## src/rtl/pfm_pkg.sv

```systemverilog
package pfm_pkg;

  // Error cause codes, as seen on err_cause
  typedef enum logic [1:0] {
    CAUSE_NONE          = 2'd0,
    CAUSE_NESTED_OPEN   = 2'd1,
    CAUSE_ORPHAN        = 2'd2,
    CAUSE_LEFT_OPEN     = 2'd3
  } pfm_cause_e;

  // Kind of a command word
  typedef enum logic [1:0] {
    KIND_OPEN  = 2'd0,
    KIND_BODY  = 2'd1,
    KIND_CLOSE = 2'd2
  } pfm_kind_e;

  // One observed beat after decoding
  typedef struct packed {
    logic      take;
    pfm_kind_e kind;
  } pfm_beat_t;

  // Framing state between edges
  typedef enum logic {
    FR_IDLE = 1'b0,
    FR_OPEN = 1'b1
  } pfm_frame_e;

endpackage

```

## src/rtl/pfm_beat_decode.sv

```systemverilog
module pfm_beat_decode
  import pfm_pkg::*;
#(
  parameter int               CMD_W      = 24,
  parameter logic [CMD_W-1:0] OPEN_CODE  = 24'h5A0001,
  parameter logic [CMD_W-1:0] CLOSE_CODE = 24'h5A00FF
) (
  input  logic             valid,
  input  logic             busy,
  input  logic [CMD_W-1:0] cmd,
  output pfm_beat_t        beat
);

  logic is_open;
  logic is_close;

  // Full-width comparison: a single differing bit makes a body beat
  assign is_open  = (cmd == OPEN_CODE);
  assign is_close = (cmd == CLOSE_CODE);

  always_comb begin
    beat.take = valid & ~busy;
    if (is_open)       beat.kind = KIND_OPEN;
    else if (is_close) beat.kind = KIND_CLOSE;
    else               beat.kind = KIND_BODY;
  end

endmodule

```

## src/rtl/pfm_frame_tracker.sv

```systemverilog
module pfm_frame_tracker
  import pfm_pkg::*;
(
  input  logic       clk,
  input  logic       rst,
  input  pfm_beat_t  beat,
  input  logic       drain_chk,
  output logic       closing,
  output logic       err_flag,
  output pfm_cause_e err_cause
);

  pfm_frame_e state_q;
  pfm_frame_e state_d;
  pfm_cause_e beat_cause;
  logic       beat_bad;
  logic       drain_bad;

  // Next framing state and per-beat verdict
  always_comb begin
    state_d    = state_q;
    beat_cause = CAUSE_NONE;
    closing    = 1'b0;
    if (beat.take) begin
      unique case (beat.kind)
        KIND_OPEN: begin
          if (state_q == FR_OPEN) beat_cause = CAUSE_NESTED_OPEN;
          state_d = FR_OPEN;
        end
        KIND_CLOSE: begin
          if (state_q == FR_OPEN) begin
            closing = 1'b1;
            state_d = FR_IDLE;
          end else begin
            beat_cause = CAUSE_ORPHAN;
          end
        end
        default: begin
          if (state_q == FR_IDLE) beat_cause = CAUSE_ORPHAN;
        end
      endcase
    end
  end

  assign beat_bad  = (beat_cause != CAUSE_NONE);
  // Drain is judged on the state left after this cycle's beat
  assign drain_bad = drain_chk & (state_d == FR_OPEN);

  always_ff @(posedge clk) begin
    if (rst) begin
      state_q   <= FR_IDLE;
      err_flag  <= 1'b0;
      err_cause <= CAUSE_NONE;
    end else begin
      state_q <= state_d;
      if (!err_flag) begin
        if (beat_bad) begin
          err_flag  <= 1'b1;
          err_cause <= beat_cause;
        end else if (drain_bad) begin
          err_flag  <= 1'b1;
          err_cause <= CAUSE_LEFT_OPEN;
        end
      end
    end
  end

endmodule

```

## src/rtl/pfm_pkt_tally.sv

```systemverilog
module pfm_pkt_tally #(
  parameter int CNT_W = 16
) (
  input  logic             clk,
  input  logic             rst,
  input  logic             closing,
  output logic             pkt_done,
  output logic [CNT_W-1:0] pkt_count
);

  localparam logic [CNT_W-1:0] CNT_MAX = {CNT_W{1'b1}};

  always_ff @(posedge clk) begin
    if (rst) begin
      pkt_done  <= 1'b0;
      pkt_count <= '0;
    end else begin
      pkt_done <= closing;
      if (closing && (pkt_count != CNT_MAX)) pkt_count <= pkt_count + 1'b1;
    end
  end

endmodule

```

## src/rtl/pkt_frame_monitor.sv

```systemverilog
module pkt_frame_monitor
  import pfm_pkg::*;
#(
  parameter int               CMD_W      = 24,
  parameter int               CNT_W      = 16,
  parameter logic [CMD_W-1:0] OPEN_CODE  = 24'h5A0001,
  parameter logic [CMD_W-1:0] CLOSE_CODE = 24'h5A00FF
) (
  input  logic             clk,
  input  logic             rst,
  input  logic             mon_valid,
  input  logic             mon_busy,
  input  logic [CMD_W-1:0] mon_cmd,
  input  logic             drain_chk,
  output logic             err_flag,
  output logic [1:0]       err_cause,
  output logic             pkt_done,
  output logic [CNT_W-1:0] pkt_count
);

  pfm_beat_t  beat;
  pfm_cause_e cause;
  logic       closing;

  pfm_beat_decode #(
    .CMD_W     (CMD_W),
    .OPEN_CODE (OPEN_CODE),
    .CLOSE_CODE(CLOSE_CODE)
  ) u_decode (
    .valid(mon_valid),
    .busy (mon_busy),
    .cmd  (mon_cmd),
    .beat (beat)
  );

  pfm_frame_tracker u_track (
    .clk      (clk),
    .rst      (rst),
    .beat     (beat),
    .drain_chk(drain_chk),
    .closing  (closing),
    .err_flag (err_flag),
    .err_cause(cause)
  );

  assign err_cause = cause;

  pfm_pkt_tally #(
    .CNT_W(CNT_W)
  ) u_tally (
    .clk      (clk),
    .rst      (rst),
    .closing  (closing),
    .pkt_done (pkt_done),
    .pkt_count(pkt_count)
  );

endmodule

```

## config.mk

```make
export PLATFORM = sky130hd
export DESIGN_NAME = pkt_frame_monitor
export DESIGN_NICKNAME = d
export VERILOG_FILES = /design/src/rtl/pfm_pkg.sv /design/src/rtl/pfm_beat_decode.sv /design/src/rtl/pfm_frame_tracker.sv /design/src/rtl/pfm_pkt_tally.sv /design/src/rtl/pkt_frame_monitor.sv
export SDC_FILE = /design/constraint.sdc
export NUM_CORES = 1
export LEC_CHECK = 0
export ABC_AREA = 1
export BUFFER_PORTS_ARGS = -buffer_cell sky130_fd_sc_hd__buf_2
export CAP_MARGIN = 10
export CORE_MARGIN = 2
export CORE_UTILIZATION = 23
export CTS_BUF_LIST = sky130_fd_sc_hd__clkbuf_8
export DETAILED_ROUTE_END_ITERATION = 16
export HOLD_SLACK_MARGIN = 0.15
export PLACE_DENSITY = 0.48
export SLEW_MARGIN = 5
export SYNTH_ARGS = -nofsm -noshare
export SYNTH_HDL_FRONTEND = slang
export SYNTH_HIERARCHICAL = 1
export SYNTH_SLANG_ARGS = --single-unit
export TNS_END_PERCENT = 30
```

## constraint.sdc

```tcl
create_clock -name clk -period 1.9 [get_ports clk]
set_clock_uncertainty 0.1 [all_clocks]
set_input_delay 0.19 -clock clk [delete_from_list [all_inputs] [get_ports clk]]
set_output_delay 0.19 -clock clk [all_outputs]
set_load 0.005 [all_outputs]
```

==> results of run 1 <==
[tightest hold or removal path: cells and delay by family]
family                 cells  cell delay (ns)
AO/OA/AOI/OAI              1             0.06
buffers and inverters      1             0.07
AND/OR/NAND/NOR            2             0.16
[metal layers]
layer	GRT usage	up-vias	part of all wire
met5	0	-	0
met4	0.02235	0	0.0020
met3	0.02684	2	0.033
met2	0.1848	24	0.45
met1	0.1393	627	0.51
li1	-	857	-
[cell usage after synthesis]
master                     instances  area, µm²
sky130_fd_sc_hd__a21oi_1           5      25.02
sky130_fd_sc_hd__a21oi_2           2      17.52
sky130_fd_sc_hd__and2_0            1      6.260
sky130_fd_sc_hd__buf_2             2      10.01
sky130_fd_sc_hd__clkinv_1          1      3.750
sky130_fd_sc_hd__dfxtp_1          21      420.4
sky130_fd_sc_hd__ha_1              1      12.51
sky130_fd_sc_hd__inv_1            35      131.4
sky130_fd_sc_hd__inv_2             1      3.750
sky130_fd_sc_hd__nand2_1          81      304.0
sky130_fd_sc_hd__nand2_2           3      18.77
sky130_fd_sc_hd__nand2_4           2      22.52
sky130_fd_sc_hd__nand3_1          13      65.06
sky130_fd_sc_hd__nand4_1           1      6.260
sky130_fd_sc_hd__nand4_2           1      12.51
sky130_fd_sc_hd__nor2_1           57      214.0
sky130_fd_sc_hd__nor2_2            9      56.30
sky130_fd_sc_hd__nor2_4            5      56.30
sky130_fd_sc_hd__nor2_8            1      20.02
sky130_fd_sc_hd__nor3_1            3      15.01
sky130_fd_sc_hd__o21ai_0           3      15.01
[area by class of cell]
class	instances	area, µm²
fillers	670	4121
flip-flops and latches	21	420.4
clock inverters	1	5.005
repair buffers	55	295.3
clock buffers	3	41.29
well taps	75	93.84
inverters	37	138.9
multi-input cells	188	874.6
[worst paths after layout]
| check | startpoint | endpoint | cells after the start |
|---|---|---|---|
| hold / removal | mon_busy | u_track/state_q | 4 |
| setup reg to reg | u_tally/pkt_count[1] | u_tally/pkt_count[4] | 9 |
| hold reg to reg | u_track/err_cause[1] | u_track/err_cause[1] | 2 |
| setup / recovery | mon_cmd[9] | u_tally/pkt_count[14] | 17 |
[layout by cell type, fill, tap and decap left out]
cell / netlist / layout
sky130_fd_sc_hd__buf_2: 2 / 48
sky130_fd_sc_hd__buf_4: 0 / 6
sky130_fd_sc_hd__clkinv_2: 0 / 1
sky130_fd_sc_hd__inv_2: 1 / 1
sky130_fd_sc_hd__nand4_2: 1 / 1
sky130_fd_sc_hd__nor2_2: 9 / 9
sky130_fd_sc_hd__nor3_1: 3 / 3
sky130_fd_sc_hd__nand4_1: 1 / 1
sky130_fd_sc_hd__nor2_1: 57 / 56
sky130_fd_sc_hd__ha_1: 1 / 1
sky130_fd_sc_hd__nor2_4: 5 / 6
sky130_fd_sc_hd__clkinv_1: 1 / 1
sky130_fd_sc_hd__o21ai_0: 3 / 3
sky130_fd_sc_hd__nand2_1: 81 / 81
sky130_fd_sc_hd__nand2_4: 2 / 2
sky130_fd_sc_hd__and2_0: 1 / 1
sky130_fd_sc_hd__nor2_8: 1 / 1
sky130_fd_sc_hd__nand3_1: 13 / 13
sky130_fd_sc_hd__inv_1: 35 / 35
sky130_fd_sc_hd__a21oi_1: 5 / 5
sky130_fd_sc_hd__dfxtp_1: 21 / 21
sky130_fd_sc_hd__dlygate4sd3_1: 0 / 1
sky130_fd_sc_hd__nand2_2: 3 / 3
sky130_fd_sc_hd__clkbuf_8: 0 / 3
sky130_fd_sc_hd__a21oi_2: 2 / 2
[kinds of logic after synthesis]
group                    synth area share
adder cells (fa/ha/maj)          0.008709
AO/OA/AOI/OAI                     0.04007
flip-flops                         0.2927
AND/OR/NAND/NOR                    0.5549
buffers and inverters              0.1037
[registers in the layout, indices dropped and copies added, names as in the netlist]
register and cells:
u_tally/pkt_count 16, u_tally/pkt_done 1, u_track/err_cause 2, u_track/err_flag 1
u_track/state_q 1
[timing repair]
item,CTS,global route
setup endpoints to repair,0,5
endpoints found under the hold margin,3,0
resized for setup,0,2
hold buffers,1,0
[report_power, final]
part	internal, µW	switching, µW	total, µW
Combinational	41.0	43.9	84.9
Clock	146	152	298
Sequential	444	2.73	447
[metrics by stage]
stage          setup TNS (ns)  utilization  worst slack [ns]  area (µm²)
3_5_place_dp          -0.1366       0.3014          -0.05474        1805
6_report                    0       0.3120            0.3034        1869
2_1_floorplan               0            -            0.2157        1436
4_1_cts                     0       0.3108            0.2285        1862
3_3_place_gp         -0.01794       0.3014          -0.01794        1805
5_1_grt                     0       0.3120           0.01369        1869
==> summary.txt, run 1 <==
Clock network
  • Clock transition at path regs: 0.08 ns
  • TritonCTS Sinks: 21
  • Largest buffer count on any clock path: 2
  • Master cell of the clock root buffer: sky130_fd_sc_hd__clkbuf_8
  • Post-CTS setup buffer count: 0
  • CTS tree: done
  • Number of buffers added by the clock tree synthesis step: 3
  • Clk Latency, worst-skew pair: 0.26 ns
  • Count of H-tree levels built during CTS: 1

Timing
  • Fin crit share: 0.8403
  • Final-report setup violation count: 0
  • Minimum clock period: 1.597 ns
  • Headroom to the max-slew limit: 0.6525
  • Max Clock Freq: 626.4 MHz
  • Number of hold violations in the final report: 0
  • Pins Over Slew Limit: 0
  • Unrepaired setup endpoints after global routing: no
  • Slew at the pin closest to its max-slew limit: 0.5207 ns
  • Min Hold Slack: 0.1712 ns

Synthesis
  • Library cells used by synthesis: 21
  • Share of the yosys chip area belonging to registers: 0.2927
  • Register bit total from synthesis: 21
  • Post-synth design cell area: 1436 µm²
  • Net Count, Synth: 278
  • Post-Syn Instances: 248
  • Number of warnings issued by yosys: 6
  • Synthesized area per cell: 5.792 µm²

Power and ir drop
  • Power per standard cell area: 444.0 nW/µm²
  • Pleak: 0.0009715 µW
  • Maximum ir drop on the vdd rail: 0.2207 mV
  • Power Total: 830.0 µW

Die
  • Site Rows: 28
  • # IOs: 49
  • DIE WIDTH: 83.03 µm
  • Area of the die: 6893 µm²
  • Starting Density: 0.2398
  • Overall die height: 83.03 µm
  • Core area: 5991 µm²

Layout
  • Number of standard cells in the layout, taps in and fillers out: 380
  • ANT cells: 0
  • Net total in the final layout: 336
  • Relative area change from synthesis to final layout: 30.14%
  • Share of cells above drive strength 1: 0.2721

Detailed routing
  • Drt wl/cell: 9.118 µm
  • Violation count after the first detailed-route iteration: 71
  • First-pass iteration count of the detailed router: 4
  • Count of unresolved DRC violations after routing: 0
  • DR vias/cell: 3.974
  • Routed Wire Length: 3.465 mm
  • Remaining number of nets flagged by the antenna check after routing: 0
  • Vias: 1,510

Critical path
  • Setup crit start kind: primary input
  • Max incr delay on CP: 0.15 ns
  • Critical path buffer and inverter count: 4
  • Cell with the largest stage delay on the worst path: sky130_fd_sc_hd__nor2_1
  • Type of destination of the critical path: register
  • WP data required: 1.96 ns
  • R2R setup slack: 0.37 ns
  • Cell repeated most along the worst path: sky130_fd_sc_hd__nand2_1
  • Crit Path Category: in -> reg
  • Kind of cell with the highest combined delay on the critical path: simple AND/OR/NAND/NOR gates
  • List of cells traversed by the critical path: buf_2, inv_1, nand2_1, nor2_1, nand2_1, nor2_1, nand2_1, inv_1, nand2_1, nor2_4, nand2_1, inv_1, nand3_1, nor2_1, nand3_1, nand2_1, nor2_1
  • Arrival time at the worst endpoint: 1.66 ns
  • Biggest fanout along the worst timing path: 3

Placed design
  • Detail Placement HPWL: 2.884 mm
  • Port Buffers: 48
  • Dpl cells: 375
  • Final estimated routing congestion in global placement: 0.8086

Run
  • Max-cap violation count: 0

Global route
  • Number of antenna violations at the first check in global routing: 0
  • Total routing usage reported by global routing: 0.1087
  • First-pass GRT wire length: 6.348 mm
  • Pin count of the biggest net entering global routing: 16
  • Via count of the first global-routing pass: 1,439
  • Gr ovfl total: 0

Run status
  • Run status: finished clean

Hold path
  • Class of the tightest hold or removal check: in -> reg
(Power assumes the default switching activity.)
==> run 2, diff against run 1 <==
==> constraint.sdc (replaced) <==
create_clock -name clk -period 1.6 [get_ports clk]
set_clock_uncertainty 0.1 [all_clocks]
set_input_delay 0.16 -clock clk [delete_from_list [all_inputs] [get_ports clk]]
set_output_delay 0.16 -clock clk [all_outputs]
set_load 0.005 [all_outputs]
==> run 2 against run 1 <==
Against the previous run:
- final cell count increased by 3.2%
- register-to-register slack got worse by 0.25 ns
- first-iteration DRC count decreased by 35%
- sequential share of layout area decreased by 2.1 points
- setup slack got worse by 0.22 ns
- critical path depth unchanged
==> summary.txt, run 2 (synthesis gave the netlist of run 1 again) <==
Run status
  • Run status: finished clean

Timing
  • Unrepaired setup endpoints after global routing: yes
  • Minimum clock period: 1.517 ns
  • Number of hold violations in the final report: 0 (unchanged)
  • Headroom to the max-slew limit: 0.6114 (-0.04111)
  • Final-report setup violation count: 0 (unchanged)
  • Max Clock Freq: 659.3 MHz
  • Min Hold Slack: 0.2548 ns (+0.08358 ns)
  • Slew at the pin closest to its max-slew limit: 0.5823 ns (+0.06160 ns)
  • Fin crit share: 0.9480
  • Pins Over Slew Limit: 0 (unchanged)
  • Setup slack of the critical path after layout: 0.08320 ns (-0.2202 ns)

Placed design
  • Port Buffers: 48 (unchanged)
  • Detail Placement HPWL: 2.933 mm (+1.7%)
  • Area of placed instances: 1868 µm² (+3.5%)
  • Post-placement setup slack: -0.3113 ns (-0.2566 ns)
  • Final estimated routing congestion in global placement: 0.8226 (+1.7%)

Power and ir drop
  • Power per standard cell area: 486.5 nW/µm² (+9.6%)
  • Maximum ir drop on the vdd rail: 0.2723 mV (+23%)
  • Power Total: 1007 µW (+21%)
  • Pleak: 0.001048 µW (+7.9%)

Critical path
  • Biggest fanout along the worst timing path: 3 (unchanged)
  • Type of destination of the critical path: register
  • Cell with the largest stage delay on the worst path: sky130_fd_sc_hd__nor2_4
  • Kind of cell with the highest combined delay on the critical path: simple AND/OR/NAND/NOR gates
  • Arrival time at the worst endpoint: 1.58 ns (-0.08 ns)
  • List of cells traversed by the critical path: buf_6, nor2_4, nand2_2, inv_2, nand2_1, nor2_1, nand2_1, inv_2, nand2_4, nor2_4, inv_2, nor2_4, nand3_2, nor2_4, nand3_2, nand2_1, nor2_1
  • WP data required: 1.66 ns (-0.30 ns)
  • Setup crit start kind: primary input
  • Critical path buffer and inverter count: 4 (unchanged)
  • Cell count along the critical path: 17 (unchanged)
  • Crit Path Category: in -> reg
  • Max incr delay on CP: 0.14 ns (about the same)
  • Cell repeated most along the worst path: sky130_fd_sc_hd__nor2_4
  • Reg2reg path depth: 8 (-1)

Clock network
  • CTS tree: done
  • Clk Latency, worst-skew pair: 0.27 ns (about the same)
  • Number of buffers added by the clock tree synthesis step: 3 (unchanged)
  • Clock transition at path regs: 0.08 ns (about the same)
  • Master cell of the clock root buffer: sky130_fd_sc_hd__clkbuf_8
  • Largest buffer count on any clock path: 2 (unchanged)
  • TritonCTS Sinks: 21 (unchanged)
  • Count of H-tree levels built during CTS: 1 (unchanged)

Die
  • Overall die height: 83.03 µm (unchanged)
  • Starting Density: 0.2398 (unchanged)
  • Area of the die: 6893 µm² (unchanged)
  • Core area: 5991 µm² (unchanged)
  • DIE WIDTH: 83.03 µm (unchanged)
  • # IOs: 49 (unchanged)
  • Site Rows: 28 (unchanged)

Global route
  • Number of antenna violations at the first check in global routing: 0 (unchanged)
  • Gr ovfl total: 0 (unchanged)
  • Pin count of the biggest net entering global routing: 16 (unchanged)
  • Via count of the first global-routing pass: 1,480 (+2.8%)
  • Total routing usage reported by global routing: 0.1125 (+0.003819)
  • First-pass GRT wire length: 6.472 mm (+2.0%)

Layout
  • Flip-flop count of the largest register, all copies and words added: 16 (unchanged)
  • Commonest non-fill, non-tap cell in the layout: sky130_fd_sc_hd__nand2_1
  • Largest registers: u_tally/pkt_count x16, u_track/err_cause x2
  • Area of all placed cells without fillers: 2069 µm² (+11%)
  • Number of fill cells: 646 (-3.6%)
  • ANT cells: 0 (unchanged)
  • Commonest cells after routing, fill and taps aside: sky130_fd_sc_hd__nand2_1, sky130_fd_sc_hd__nor2_1, sky130_fd_sc_hd__buf_2
  • Net total in the final layout: 348 (+3.6%)
  • Share of cells above drive strength 1: 0.3596 (+0.08749)
  • Relative area change from synthesis to final layout: 44.08%
  • Utilization after layout: 0.3454 (+0.03342)
  • Register with the highest flop count: u_tally/pkt_count

Detailed routing
  • Remaining number of nets flagged by the antenna check after routing: 0 (unchanged)
  • Vias: 1,602 (+6.1%)
  • First-pass iteration count of the detailed router: 4 (unchanged)
  • Drt wl/cell: 9.656 µm (+5.9%)
  • Count of unresolved DRC violations after routing: 0 (unchanged)
  • Routed Wire Length: 3.785 mm (+9.2%)
  • DR vias/cell: 4.087 (+2.8%)
  • Violation count after the first detailed-route iteration: 46 (-35%)

Hold path
  • Class of the tightest hold or removal check: in -> reg
  • Depth of the worst hold-timing path: 5 (+1)

Run
  • Max-cap violation count: 0 (unchanged)
[run 2: cell count changes in the layout (fill, tap and decap cells not counted), moves of 2 or more]
cell	previous run	this run
sky130_fd_sc_hd__buf_4	6	16
sky130_fd_sc_hd__inv_1	35	28
sky130_fd_sc_hd__inv_2	1	8
sky130_fd_sc_hd__buf_2	48	42
sky130_fd_sc_hd__buf_6	0	6
sky130_fd_sc_hd__nor2_1	56	50
sky130_fd_sc_hd__nor2_4	6	11
sky130_fd_sc_hd__nand3_1	13	9
sky130_fd_sc_hd__nand3_2	0	4
sky130_fd_sc_hd__nand2_1	81	79
sky130_fd_sc_hd__nor2_2	9	11
[run 2: metrics by stage]
| step | setup TNS, ns | cells |
|---|---|---|
| finish | 0 | 392 |
| global route | -0.09615 | 392 |
| CTS | 0 | 389 |
| detailed placement | -3.244 | 383 |
| global placement | -2.484 | 383 |
| floorplan | 0 | 248 |
[run 2: layout make-up]
type	instances	area, µm²	area share
multi-input combinational	189	950.9	0.4595
tap	75	93.84	0.04534
clock buffer	3	41.29	0.01995
inverter	37	138.9	0.06711
timing repair buffer	66	417.9	0.2019
clock inverter	1	5.005	0.002418
sequential	21	421.7	0.2037
[run 2: worst min-delay path, stage by stage]
cell	delay, ns
sky130_fd_sc_hd__buf_2	0.07
sky130_fd_sc_hd__nor2_1	0.07
sky130_fd_sc_hd__buf_4	0.14
sky130_fd_sc_hd__nand2_1	0.07
sky130_fd_sc_hd__a21oi_1	0.06
[run 2: metal layers]
metal  up-vias  routed length [µm]  track usage
met4         0                  80      0.04173
met3         8                 107      0.02584
met1       685                1878       0.1445
met5         -                   0            0
li1        882                   -            -
met2        27                1719       0.1833
[run 2: final timing paths]
kind	from	to	slack (ns)
worst max-delay path	mon_cmd[12]	u_tally/pkt_count[15]	0.08
worst min-delay path	mon_busy	u_track/state_q	0.25
worst max register to register	u_tally/pkt_count[0]	u_tally/pkt_count[12]	0.12
worst min register to register	u_track/err_cause[1]	u_track/err_cause[1]	0.36
[run 2: where the power goes]
group | switching [µW] | leakage [µW] | internal (µW)
clock | 182 | 0.0000255 | 174
sequential | 3.00 | 0.000170 | 527
combinational | 58.2 | 0.000853 | 63.0
total | 243 | 0.00105 | 764
[run 2: timing repair]
| action | 4_1_cts | 5_1_grt |
|---|---|---|
| gates cloned | 0 | 1 |
| setup endpoints to repair | 1 | 16 |
| endpoints found under the hold margin | 4 | 0 |
| setup buffers | 0 | 2 |
| gates resized for setup | 1 | 31 |
| pin swaps | 0 | 18 |
| hold buffers | 2 | 0 |
==> run 3, diff against run 2 <==
--- a/config.mk
+++ b/config.mk
@@ -9,11 +9,12 @@
 export BUFFER_PORTS_ARGS = -buffer_cell sky130_fd_sc_hd__buf_2
 export CAP_MARGIN = 10
 export CORE_MARGIN = 2
-export CORE_UTILIZATION = 23
+export CORE_UTILIZATION = 52
 export CTS_BUF_LIST = sky130_fd_sc_hd__clkbuf_8
 export DETAILED_ROUTE_END_ITERATION = 16
 export HOLD_SLACK_MARGIN = 0.15
-export PLACE_DENSITY = 0.48
+export PLACE_DENSITY = 0.87
+export SKIP_CTS_REPAIR_TIMING = 1
 export SLEW_MARGIN = 5
 export SYNTH_ARGS = -nofsm -noshare
 export SYNTH_HDL_FRONTEND = slang
==> run 3 against run 2 <==
Against the previous run:
- sequential power hardly changed
- first-iteration DRC count is 37% lower
- critical path depth shrank 2
- non-clock buffer count shrank 6
- final cell count shrank 13%
- global-route usage is 13 points higher
- setup slack got worse by 0.041 ns
- fmax down 2.6%
- clock power down 5%
- combinational power increased by 6%
- critical path type unchanged
- largest power group unchanged
==> summary.txt, run 3 (synthesis gave the netlist of run 1 again) <==
Run status
  • Run status: finished clean

Clock network
  • Largest buffer count on any clock path: 2 (unchanged)
  • TritonCTS Sinks: 21 (unchanged)
  • Count of H-tree levels built during CTS: 1 (unchanged)
  • Number of buffers added by the clock tree synthesis step: 3 (unchanged)
  • Master cell of the clock root buffer: sky130_fd_sc_hd__clkbuf_8
  • Clock transition at path regs: 0.07 ns (about the same)
  • Clk Latency, worst-skew pair: 0.26 ns (about the same)
  • CTS tree: done

Power and ir drop
  • Power per standard cell area: 495.8 nW/µm² (+1.9%)
  • Maximum ir drop on the vdd rail: 0.5867 mV (+120%)
  • Pleak: 0.001011 µW (-3.5%)
  • Power Total: 996.8 µW (-1.0%)

Detailed routing
  • First-pass iteration count of the detailed router: 4 (unchanged)
  • DR vias/cell: 4.947 (+21%)
  • Remaining number of nets flagged by the antenna check after routing: 0 (unchanged)
  • Violation count after the first detailed-route iteration: 29 (-37%)
  • Drt wl/cell: 11.59 µm (+20%)
  • Count of unresolved DRC violations after routing: 0 (unchanged)
  • Vias: 1,692 (+5.6%)
  • Routed Wire Length: 3.963 mm (+4.7%)

Placed design
  • Detail Placement HPWL: 2.675 mm (-8.8%)
  • Final estimated routing congestion in global placement: 0.8785 (+6.8%)
  • Area of placed instances: 1790 µm² (-4.2%)
  • Dpl cells: 336 (-12%)
  • Port Buffers: 48 (unchanged)

Critical path
  • Cell with the largest stage delay on the worst path: sky130_fd_sc_hd__nor2_1
  • Type of destination of the critical path: register
  • Biggest fanout along the worst timing path: 3 (unchanged)
  • Crit Path Category: in -> reg
  • Critical path buffer and inverter count: 2 (-2)
  • WP data required: 1.66 ns (about the same)
  • Kind of cell with the highest combined delay on the critical path: simple AND/OR/NAND/NOR gates
  • Max incr delay on CP: 0.16 ns (+0.02 ns)
  • Arrival time at the worst endpoint: 1.62 ns (+0.04 ns)
  • Setup crit start kind: primary input
  • Reg2reg path depth: 8 (unchanged)
  • Cell count along the critical path: 15 (-2)
  • List of cells traversed by the critical path: buf_6, nor2_1, nand2_1, nor2_1, nand2_1, nor2_2, nand2_1, nor2_4, inv_4, nor2_4, nand3_2, nor2_4, nand3_2, nand2_2, nor2_2

Timing
  • Max Clock Freq: 641.9 MHz (-2.6%)
  • Fin crit share: 0.9737 (+0.02566)
  • Number of hold violations in the final report: 0 (unchanged)
  • Final-report setup violation count: 0 (unchanged)
  • Pins Over Slew Limit: 0 (unchanged)
  • Minimum clock period: 1.558 ns (+0.04106 ns)
  • Slew at the pin closest to its max-slew limit: 0.5235 ns (-0.05884 ns)
  • Headroom to the max-slew limit: 0.6506 (+0.03927)
  • Min Hold Slack: 0.1373 ns (-0.1174 ns)
  • Unrepaired setup endpoints after global routing: yes

Layout
  • Number of fill cells: 224 (-65%)
  • Relative area change from synthesis to final layout: 39.98%
  • Share of cells above drive strength 1: 0.3923 (+0.03266)
  • Net total in the final layout: 342 (-1.7%)
  • Area of all placed cells without fillers: 2011 µm² (-2.8%)
  • Register with the highest flop count: u_tally/pkt_count
  • Largest registers: u_tally/pkt_count x16, u_track/err_cause x2
  • Commonest non-fill, non-tap cell in the layout: sky130_fd_sc_hd__nand2_1
  • Number of standard cells in the layout, taps in and fillers out: 342 (-13%)
  • Commonest cells after routing, fill and taps aside: sky130_fd_sc_hd__nand2_1, sky130_fd_sc_hd__nor2_1, sky130_fd_sc_hd__buf_2
  • Utilization after layout: 0.7485 (+0.4030)
  • ANT cells: 0 (unchanged)
  • Flip-flop count of the largest register, all copies and words added: 16 (unchanged)

Die
  • DIE WIDTH: 56.56 µm (-32%)
  • # IOs: 49 (unchanged)
  • Overall die height: 56.56 µm (-32%)
  • Area of the die: 3198 µm² (-54%)
  • Starting Density: 0.5347 (+0.2949)
  • Core area: 2686 µm² (-55%)
  • Site Rows: 19 (-32%)

Global route
  • Via count of the first global-routing pass: 1,537 (+3.9%)
  • Pin count of the biggest net entering global routing: 16 (unchanged)
  • First-pass GRT wire length: 6.382 mm (-1.4%)
  • Total routing usage reported by global routing: 0.2469 (+0.1344)
  • Gr ovfl total: 0 (unchanged)
  • Number of antenna violations at the first check in global routing: 0 (unchanged)

Hold path
  • Class of the tightest hold or removal check: in -> reg
  • Depth of the worst hold-timing path: 5 (unchanged)

Run
  • Max-cap violation count: 0 (unchanged)
[run 3: routing by layer]
metal | routed length [µm] | up-vias | global-route usage | share of wire
met5 | 0 | - | 0 | 0
met2 | 1986 | 56 | 0.4435 | 0.50
met1 | 1605 | 749 | 0.2814 | 0.40
li1 | - | 869 | - | -
met3 | 245 | 18 | 0.07373 | 0.062
met4 | 126 | 0 | 0.06463 | 0.032
[run 3: worst register-to-register path, delay by kind of cell, from the launching register on]
| kind | cells | cell delay, ns |
|---|---|---|
| flops | 1 | 0.38 |
| simple gates | 8 | 0.93 |
[run 3: final timing paths]
kind              slack (ns)                 start                     to
hold reg to reg         0.37  u_track/err_cause[0]   u_track/err_cause[0]
hold / removal          0.14             drain_chk       u_track/err_flag
setup reg to reg        0.13  u_tally/pkt_count[3]   u_tally/pkt_count[2]
setup / recovery        0.04           mon_cmd[16]  u_tally/pkt_count[13]
[run 3: cell type report]
class | instances | area [µm²] | share of cell area
Clock inverter | 1 | 3.754 | 0.001867
Timing Repair Buffer | 60 | 382.9 | 0.1904
Tap cell | 31 | 38.79 | 0.01929
Sequential cell | 21 | 426.7 | 0.2122
Multi-Input combinational cell | 189 | 975.9 | 0.4854
Clock buffer | 3 | 41.29 | 0.02054
Inverter | 37 | 141.4 | 0.07032
[run 3: through the flow]
step	setup TNS (ns)	setup WS (ns)
2_1_floorplan	0	0.005135
4_1_cts	0	0.002630
3_5_place_dp	-2.867	-0.2717
3_3_place_gp	-1.600	-0.1895
6_report	0	0.04215
5_1_grt	-0.2956	-0.07135
[run 3: where the power goes]
group / leakage (µW) / switching (µW) / internal [µW]
Combinational: 0.000812 / 63.6 / 64.4
Sequential: 0.000172 / 3.29 / 527
Clock: 0.0000269 / 167 / 171
Total: 0.00101 / 234 / 763
